## config.mk

```make
export PLATFORM = sky130hd
export DESIGN_NAME = accu_core
export DESIGN_NICKNAME = d
export VERILOG_FILES = /design/src/rtl/accu_pkg.sv /design/src/rtl/accu_ctrl.sv /design/src/rtl/accu_datapath.sv /design/src/rtl/accu_core.sv
export SDC_FILE = /design/constraint.sdc
export NUM_CORES = 1
export LEC_CHECK = 0
export BUFFER_PORTS_ARGS = -buffer_cell sky130_fd_sc_hd__buf_4
export CORE_MARGIN = 1
export CORE_UTILIZATION = 55
export DETAILED_ROUTE_END_ITERATION = 10
export PLACE_DENSITY = 0.74
export REMOVE_ABC_BUFFERS = 1
export SLEW_MARGIN = 15
export SYNTH_ARGS = -nofsm -noshare
export SYNTH_HDL_FRONTEND = slang
export SYNTH_SLANG_ARGS = --single-unit
```

## constraint.sdc

```tcl
create_clock -name clk -period 3.05 [get_ports clk]
set_input_delay 0.305 -clock clk [delete_from_list [all_inputs] [get_ports clk]]
set_output_delay 0.305 -clock clk [all_outputs]
set_load 0.005 [all_outputs]
```

## src/rtl/accu_pkg.sv

```systemverilog
package accu_pkg;

  // Number of one-hot sequencer steps per instruction
  localparam int STEP_N = 6;

  typedef enum logic [3:0] {
    OP_LOAD   = 4'h0,
    OP_ADD    = 4'h1,
    OP_SUB    = 4'h2,
    OP_SAVEPC = 4'h3,
    OP_OUT    = 4'hE,
    OP_HALT   = 4'hF
  } opcode_e;

  // Strobes from control to datapath
  typedef struct packed {
    logic marFromPc;
    logic pcInc;
    logic irLoad;
    logic marFromIr;
    logic accFromMem;
    logic bFromMem;
    logic accAdd;
    logic accSub;
    logic outFromAcc;
    logic memStorePc;
  } ctrl_strobes_t;

endpackage

```

## src/rtl/accu_ctrl.sv

```systemverilog
module accu_ctrl
  import accu_pkg::*;
#(
  parameter int OP_W = 4
) (
  input  logic            clk,
  input  logic            rstN,
  input  logic            freeze,
  input  logic [OP_W-1:0] opcode,
  output ctrl_strobes_t   strb,
  output logic            halted
);

  logic [STEP_N-1:0] ring;
  logic              haltNow;

  // Step decode
  always_comb begin
    strb    = '0;
    haltNow = 1'b0;
    if (!halted && !freeze) begin
      if (ring[0]) strb.marFromPc = 1'b1;
      if (ring[1]) strb.pcInc     = 1'b1;
      if (ring[2]) strb.irLoad    = 1'b1;
      if (ring[3]) begin
        case (opcode)
          OP_LOAD, OP_ADD, OP_SUB, OP_SAVEPC: strb.marFromIr = 1'b1;
          OP_OUT:  strb.outFromAcc = 1'b1;
          OP_HALT: haltNow = 1'b1;
          default: ;
        endcase
      end
      if (ring[4]) begin
        case (opcode)
          OP_LOAD:         strb.accFromMem = 1'b1;
          OP_ADD, OP_SUB:  strb.bFromMem   = 1'b1;
          OP_SAVEPC:       strb.memStorePc = 1'b1;
          default: ;
        endcase
      end
      if (ring[5]) begin
        case (opcode)
          OP_ADD:  strb.accAdd = 1'b1;
          OP_SUB:  strb.accSub = 1'b1;
          default: ;
        endcase
      end
    end
  end

  // Ring sequencer and halt flag
  always_ff @(posedge clk) begin
    if (!rstN) begin
      ring   <= {{(STEP_N-1){1'b0}}, 1'b1};
      halted <= 1'b0;
    end else if (!freeze && !halted) begin
      if (haltNow) halted <= 1'b1;
      else         ring   <= {ring[STEP_N-2:0], ring[STEP_N-1]};
    end
  end

  AST_RING_ONEHOT: assert property (@(posedge clk) disable iff (!rstN) $countones(ring) == 1);
  AST_HALT_STICKY: assert property (@(posedge clk) disable iff (!rstN) halted |=> halted);
  AST_HALT_FROZEN: assert property (@(posedge clk) disable iff (!rstN) halted |=> $stable(ring));
  AST_LOAD_FROZEN: assert property (@(posedge clk) disable iff (!rstN) freeze |=> $stable(ring));

endmodule

```

## src/rtl/accu_datapath.sv

```systemverilog
module accu_datapath
  import accu_pkg::*;
#(
  parameter int DATA_W = 8,
  parameter int ADDR_W = 4
) (
  input  logic                     clk,
  input  logic                     rstN,
  input  ctrl_strobes_t            strb,
  input  logic                     loadEn,
  input  logic [ADDR_W-1:0]        loadAddr,
  input  logic [DATA_W-1:0]        loadData,
  output logic [DATA_W-ADDR_W-1:0] opcode,
  output logic [DATA_W-1:0]        outReg
);

  localparam int DEPTH = 1 << ADDR_W;
  localparam int OP_W  = DATA_W - ADDR_W;

  logic [ADDR_W-1:0] pc;
  logic [ADDR_W-1:0] mar;
  logic [DATA_W-1:0] ir;
  logic [DATA_W-1:0] acc;
  logic [DATA_W-1:0] bReg;
  logic [DATA_W-1:0] mem [DEPTH];
  logic [DATA_W-1:0] memRd;
  logic [DATA_W-1:0] pcExt;

  assign memRd  = mem[mar];
  assign pcExt  = {{OP_W{1'b0}}, pc};
  assign opcode = ir[DATA_W-1:ADDR_W];

  // Registers
  always_ff @(posedge clk) begin
    if (!rstN) begin
      pc     <= '0;
      mar    <= '0;
      ir     <= '0;
      acc    <= '0;
      bReg   <= '0;
      outReg <= '0;
    end else begin
      if (strb.marFromPc)  mar    <= pc;
      if (strb.marFromIr)  mar    <= ir[ADDR_W-1:0];
      if (strb.pcInc)      pc     <= pc + 1'b1;
      if (strb.irLoad)     ir     <= memRd;
      if (strb.bFromMem)   bReg   <= memRd;
      if (strb.accFromMem) acc    <= memRd;
      if (strb.accAdd)     acc    <= acc + bReg;
      if (strb.accSub)     acc    <= acc - bReg;
      if (strb.outFromAcc) outReg <= acc;
    end
  end

  // Memory: load port has priority, then the return-address store
  always_ff @(posedge clk) begin
    if (loadEn)               mem[loadAddr] <= loadData;
    else if (strb.memStorePc) mem[mar]      <= pcExt;
  end

  AST_STORE_HIGH_ZERO: assert property (@(posedge clk) disable iff (!rstN)
    (strb.memStorePc && !loadEn) |=> mem[$past(mar)][DATA_W-1:ADDR_W] == '0);
  AST_STORE_PC_VALUE: assert property (@(posedge clk) disable iff (!rstN)
    (strb.memStorePc && !loadEn) |=> mem[$past(mar)][ADDR_W-1:0] == pc);
  AST_FETCH_INC: assert property (@(posedge clk) disable iff (!rstN)
    strb.pcInc |=> pc == $past(pc) + 1'b1);

endmodule

```

## src/rtl/accu_core.sv

```systemverilog
module accu_core
  import accu_pkg::*;
#(
  parameter int DATA_W = 8,
  parameter int ADDR_W = 4
) (
  input  logic              clk,
  input  logic              rstN,
  input  logic              loadEn,
  input  logic [ADDR_W-1:0] loadAddr,
  input  logic [DATA_W-1:0] loadData,
  output logic [DATA_W-1:0] outReg,
  output logic              halted
);

  localparam int OP_W = DATA_W - ADDR_W;

  ctrl_strobes_t   strb;
  logic [OP_W-1:0] opcode;

  accu_ctrl #(.OP_W(OP_W)) u_ctrl (
    .clk    (clk),
    .rstN   (rstN),
    .freeze (loadEn),
    .opcode (opcode),
    .strb   (strb),
    .halted (halted)
  );

  accu_datapath #(.DATA_W(DATA_W), .ADDR_W(ADDR_W)) u_dp (
    .clk      (clk),
    .rstN     (rstN),
    .strb     (strb),
    .loadEn   (loadEn),
    .loadAddr (loadAddr),
    .loadData (loadData),
    .opcode   (opcode),
    .outReg   (outReg)
  );

  AST_HALT_OUT_STABLE: assert property (@(posedge clk) disable iff (!rstN)
    halted |=> $stable(outReg));

endmodule

```

==> reports/qor.yml, run 1 <==
status:
  status: "finished clean"
synthesis:
  syn_inst: 553
  synth-xor-area-share: 0.00454
  ys.flop_type: "edfxtp_1"
  synth_compound_area_frac: 0.0841
  seq_area_frac_synth: 0.631
  synth_top_area_cell: "edfxtp_1"
  ys_types: 56
  synth_top_family_by_area: "multiplexers"
  ys_ff_latch: 179
  synth_edf_count: 128
  synth_common_cells: "edfxtp_1, dfxtp_1, nand2_1"
  yosys.area_share.simple: 0.0987
  yosysMostFrequentCell: "edfxtp_1"
  yosys.area_share.adder: 0.0295
  synth.top_cell.area_share: 0.499
  syn_avg_cell_area_um2: 13.9
  synth_mux_area_frac: 0.126
  async_flop_share: 0
  syn_area_mm2: 0.00771
  synth_area_leaders: "edfxtp_1, dfxtp_1, mux4_2"
  yosys_warnings: 0
worst_setup_path:
  path_cells: "nor4_4 -> nand2_1 -> nor2_1 -> buf_4 -> a31oi_1 -> nor2_1"
  cpPeakStageDelay_ps: 590
  start_kind: "register"
  path_buf_inv: 1
  critPathKind: "reg -> reg"
  crit_required_ps: 3120
  reg2reg_setup_slack_ps: 350
  crit_path_end_kind: "register"
  crit_path_max_fanout: 8
  cp_slowest_cell: "nor2_1"
  critPathArrivalTime_ps: 2770
  crit_top_cell: "nor2_1"
  crit_family: "simple AND/OR/NAND/NOR gates"
placed_design:
  placed_cells: 738
  port_buffers: 23
  hpwl_mm: 11.7
  gp_congestion: 0.883
detailed_routing:
  drt_wl_total_mm: 17.0
  drc_errors: 0
  vias_per_cell: 6.22
  vias: 4789
  first_pass_iters: 5
  dr.first_iter.drc_count: 338
  wl_per_cell_um: 22.1
  drt.antenna.violating_nets: 0
floorplan:
  row_count: 42
  die_x_um: 120
  ios: 24
  floorplan.initialDensity: 0.573
  dieArea_mm2: 0.0145
  die_h_um: 120
  coreArea_mm2: 0.0135
cts:
  cts_resized: 0
  numCtsBuffers: 17
  post_cts_buffers: 0
  cts_root_buf: "clkbuf_16"
  clk_pin_slew_ps: 70
  cts_buffer_depth: 2
  htree_levels: 4
  cts_tree: "yes"
  cts.sinks: 179
  holdBufCountCts: 0
  insertion_delay_ps: 440
global_routing:
  grt-ovfl-total: 0
  track_usage: 0.257
  antenna_found_initial: 0
  grt_pass1_vias: 4711
  grt_pass1_wl_mm: 26.8
  grt_max_degree: 50
finish:
  drive_gt1_frac: 0.184
  area.growth.synth_to_final_pct: 12.0
  instances_no_fill: 770
  nFillCells: 989
  diodes: 0
  nets: 613
timing:
  finalHoldViolations: 0
  setup_viol: 0
  period_minus_slack_ps: 2700
  max_freq_ghz: 0.371
  period_share: 0.884
  rsz0062_at_grt: "false"
  tightest_slew_ps: 776
  setup_tns_ps: 0
  fin_skew_ps: 16.9
  drv_slew: 0
  relSlewSlack: 0.481
power_and_ir_drop:
  p_per_area_mw_per_mm2: 589
  ir_drop_uv: 523
  power.leakage_uw: 0.00300
job:
  max-cap-violations: 0
min_path:
  hp-class: "in -> reg"
[path summary, 6_finish.rpt]
check | from | end | depth (start not counted)
max | u_dp.ir[6] | u_dp.mem[12][7] | 6
min | loadEn | u_ctrl.ring[4] | 3
max reg2reg | u_dp.ir[6] | u_dp.mem[12][7] | 6
min reg2reg | u_dp.ir[3] | u_dp.ir[3] | 2
[layer usage]
| metal | share of wire | vias up | track usage |
|---|---|---|---|
| li1 | - | 2171 | - |
| met1 | 0.41 | 2399 | 0.340 |
| met2 | 0.50 | 187 | 0.413 |
| met3 | 0.066 | 32 | 0.0675 |
| met4 | 0.027 | 0 | 0.0903 |
| met5 | 0 | - | 0 |
[flip-flops by register name (all words and copies together) (netlist names), named ones only]
signal and count:
u_dp.mem 128, u_dp.acc 8, u_dp.bReg 8, u_dp.ir 8, u_dp.outReg 8, u_ctrl.ring 6
u_dp.mar 4, u_dp.pc 4, u_ctrl.halted 1
[cell type report]
class | instances | area, um2 | area share
inverter | 26 | 97.6 | 0.0113
multi-input combinational | 327 | 2650 | 0.306
timing repair buffer | 30 | 238 | 0.0275
clock buffer | 17 | 425 | 0.0493
sequential | 179 | 4870 | 0.563
clock inverter | 15 | 145 | 0.0168
tap | 176 | 220 | 0.0255
[layout by cell type, fill, tap and decap left out, drive strengths merged, types with 3 or more instances in the layout]
cell,count
a21boi,8
a21oi,17
a31oi,10
and2,7
and3,3
buf,30
clkbuf,17
clkinvlp,4
dfxtp,51
edfxtp,128
ha,15
inv,34
mux2i,14
mux4,36
nand2,48
nand3,31
nor2,30
nor2b,13
nor3,8
nor3b,4
o211a,5
o21a,3
o21ai,28
o221ai,4
o22ai,7
o31ai,3
or3,3
xnor2,3
[worst reg2reg max path, stage by stage, from the launching register on]
cell     delay [ps]
dfxtp_1         350
nor4_4          420
nand2_1         190
nor2_1          350
buf_4           210
a31oi_1         210
nor2_1          590
[where the power goes]
| part | internal (uW) | total, uW | switching (uW) |
|---|---|---|---|
| sequential | 2660 | 2690 | 34.0 |
| combinational | 120 | 300 | 180 |
| clock | 1150 | 2100 | 950 |
[logic make-up after synthesis]
logic type / after synthesis
XOR/XNOR: 4
AO/OA/AOI/OAI: 100
AND/OR/NAND/NOR: 154
multiplexers: 52
buffers and inverters: 47
flip-flops: 179
adder cells (fa/ha/maj): 17
[metrics by stage]
| stage | total power [uW] | hold WS, ps | utilization | setup slack (ps) | cell area (um2) |
|---|---|---|---|---|---|
| floorplan | 2920 | 377 | - | 180 | 7610 |
| global placement | 3030 | 458 | 0.600 | 590 | 8070 |
| detailed placement | 3040 | 470 | 0.600 | 460 | 8070 |
| CTS | 5120 | 213 | 0.642 | 420 | 8640 |
| global route | 5250 | 272 | 0.642 | 178 | 8640 |
| finish | 5080 | 222 | 0.642 | 353 | 8640 |
Power figures use the tool's default switching activity.
==> inputs of run 2 (changes only) <==
--- a/config.mk
+++ b/config.mk
@@ -5,11 +5,12 @@
 export SDC_FILE = /design/constraint.sdc
 export NUM_CORES = 1
 export LEC_CHECK = 0
+export ABC_AREA = 1
 export BUFFER_PORTS_ARGS = -buffer_cell sky130_fd_sc_hd__buf_4
 export CORE_MARGIN = 1
-export CORE_UTILIZATION = 55
+export CORE_UTILIZATION = 56
 export DETAILED_ROUTE_END_ITERATION = 10
-export PLACE_DENSITY = 0.74
+export PLACE_DENSITY = 0.75
 export REMOVE_ABC_BUFFERS = 1
 export SLEW_MARGIN = 15
 export SYNTH_ARGS = -nofsm -noshare
==> run 2 against run 1 <==
Effect of this change:
- largest power group unchanged
- largest cell class unchanged
- combinational power up 32%
- critical path type unchanged
- wire length is 8.0% higher
- setup slack improved by 300 ps
==> reports/qor.yml, run 2 <==
cts:
  cts_resized: 0
  cts_root_buf: "clkbuf_16"
  cts_buffer_depth: 2
  cts_tree: "yes"
  numCtsBuffers: 17
  holdBufCountCts: 0
  cts.sinks: 179
  clk_pin_slew_ps: 70
  htree_levels: 4
  insertion_delay_ps: 430
  post_cts_buffers: 0
synthesis:
  async_flop_share: 0
  ys_types: 38
  syn_area_mm2: 0.00826
  yosys_warnings: 0
  seq_area_frac_synth: 0.589
  yosysMostFrequentCell: "nand2_1"
  ys.flop_type: "edfxtp_1"
  synth_edf_count: 128
  syn_inst: 872
  synth_top_area_cell: "edfxtp_1"
  syn_avg_cell_area_um2: 9.47
  ys_ff_latch: 179
  synth_common_cells: "nand2_1, edfxtp_1, inv_1"
  synth_area_leaders: "edfxtp_1, dfxtp_1, nand2_1"
  synth.top_cell.area_share: 0.466
timing:
  finalHoldViolations: 0
  setup_tns_ps: 0
  rsz0062_at_grt: "false"
  period_share: 0.786
  drv_slew: 0
  setup_viol: 0
  period_minus_slack_ps: 2400
  relSlewSlack: 0.419
  tightest_slew_ps: 871
  max_freq_ghz: 0.417
  fin_skew_ps: 8.54
detailed_routing:
  vias_per_cell: 5.56
  routed.top_layer: "met4"
  drc_errors: 0
  wl_met1_mm: 7.99
  first_pass_iters: 5
  wl_per_cell_um: 16.8
  wl_met2_mm: 8.63
  dr.first_iter.drc_count: 659
  route.met3.wl_mm: 1.25
  vias: 6061
  drt_wl_total_mm: 18.4
  drt.antenna.violating_nets: 0
power_and_ir_drop:
  total_power_uw: 5270
  power.leakage_uw: 0.00380
  ir_drop_uv: 463
  p_per_area_mw_per_mm2: 574
worst_setup_path:
  r2r_cells: 5
  start_kind: "register"
  crit_path_max_fanout: 17
  crit_path_end_kind: "register"
  reg2reg_setup_slack_ps: 650
  rr_endpoint: "u_dp.mem[11][0]"
  crit_required_ps: 3110
  critPathKind: "reg -> reg"
  critPathArrivalTime_ps: 2450
  regToRegStartpoint: "u_ctrl.halted"
min_path:
  hp-class: "in -> reg"
  holdPathEnd: "u_ctrl.ring[0]"
  hp-start: "rstN"
  holdPathStages: 2
global_routing:
  grt-ovfl-total: 0
  grt_pass1_wl_mm: 28.3
  antenna_found_initial: 0
  track_usage: 0.255
  grt_max_degree: 80
  grt_pass1_vias: 5366
floorplan:
  floorplan.initialDensity: 0.570
  die_h_um: 123
  die_x_um: 123
  coreArea_mm2: 0.0145
  row_count: 44
  dieArea_mm2: 0.0152
  ios: 24
finish:
  nets: 925
  nFillCells: 1158
  mostFrequentLayoutCells: "nand2_1, edfxtp_1, inv_1, nor2_1, o21ai_0"
  largest_reg_flops: 128
  regArea_mm2: 0.00487
  area.growth.synth_to_final_pct: 11.1
  largest-register: "u_dp.mem"
  drive_gt1_frac: 0.105
  layout_commonest_cell: "nand2_1"
  diodes: 0
  multi_input_comb_area_mm2: 0.00269
placed_design:
  gp_congestion: 0.865
  port_buffers: 23
  hpwl_mm: 12.2
status:
  status: "finished clean"
job:
  max-cap-violations: 0
[run 2: metal layers]
metal / GRT usage / vias up
met5: 0 / -
met4: 0.108 / 0
met3: 0.0507 / 43
met2: 0.397 / 225
met1: 0.348 / 2834
li1: - / 2959
[run 2: worst max-delay path by stage]
stage / startpoint / cells past startpoint / endpoint / slack, ps
finish: u_ctrl.halted / 5 / u_dp.mem[11][0] / 650
global route: u_ctrl.halted / 5 / u_dp.mem[1][0] / 510
CTS: u_ctrl.halted / 5 / u_dp.mem[1][6] / 680
detailed placement: loadEn / 6 / u_dp.mem[0][4] / 630
global placement: loadEn / 6 / u_dp.mem[1][6] / 730
floorplan: register / 9 / u_dp.ir[2] / 140
[run 2: final cells by class]
cell class | count | share of cell area
Timing Repair Buffer | 37 | 0.0303
Clock buffer | 17 | 0.0464
Multi-Input combinational cell | 520 | 0.293
Clock inverter | 15 | 0.0188
Inverter | 138 | 0.0564
Sequential cell | 179 | 0.530
Tap cell | 184 | 0.0251
[run 2: power breakdown]
group / switching (uW) / internal [uW] / total (uW)
clock: 966 / 1230 / 2200
sequential: 24.4 / 2650 / 2670
combinational: 280 / 117 / 397
total: 1270 / 4000 / 5270
[run 2: kinds of logic after synthesis]
| family | Yosys count | synth area share |
|---|---|---|
| xor+xnor | 1 | 0.00106 |
| buf+inv | 173 | 0.0855 |
| flops | 179 | 0.589 |
| fa+ha+maj | 17 | 0.0276 |
| simple gates | 319 | 0.172 |
| compound gates | 183 | 0.124 |
[run 2: through the flow]
stage / area, um2 / setup slack, ps / cells / utilization / hold slack [ps]
after floorplan: 8070 / 138 / 837 / - / 384
after global placement: 8580 / 727 / 1058 / 0.592 / 467
after detailed placement: 8580 / 631 / 1058 / 0.592 / 473
after CTS: 9180 / 682 / 1090 / 0.634 / 197
after global routing: 9180 / 507 / 1090 / 0.634 / 223
final: 9180 / 652 / 1090 / 0.634 / 206
[run 2: worst max-delay path, cell delays in order, from the launching register on]
cell	delay, ps
dfxtp_1	370
nor2_8	230
nand4_4	290
o21ai_1	300
nand2_1	170
nor2_1	660
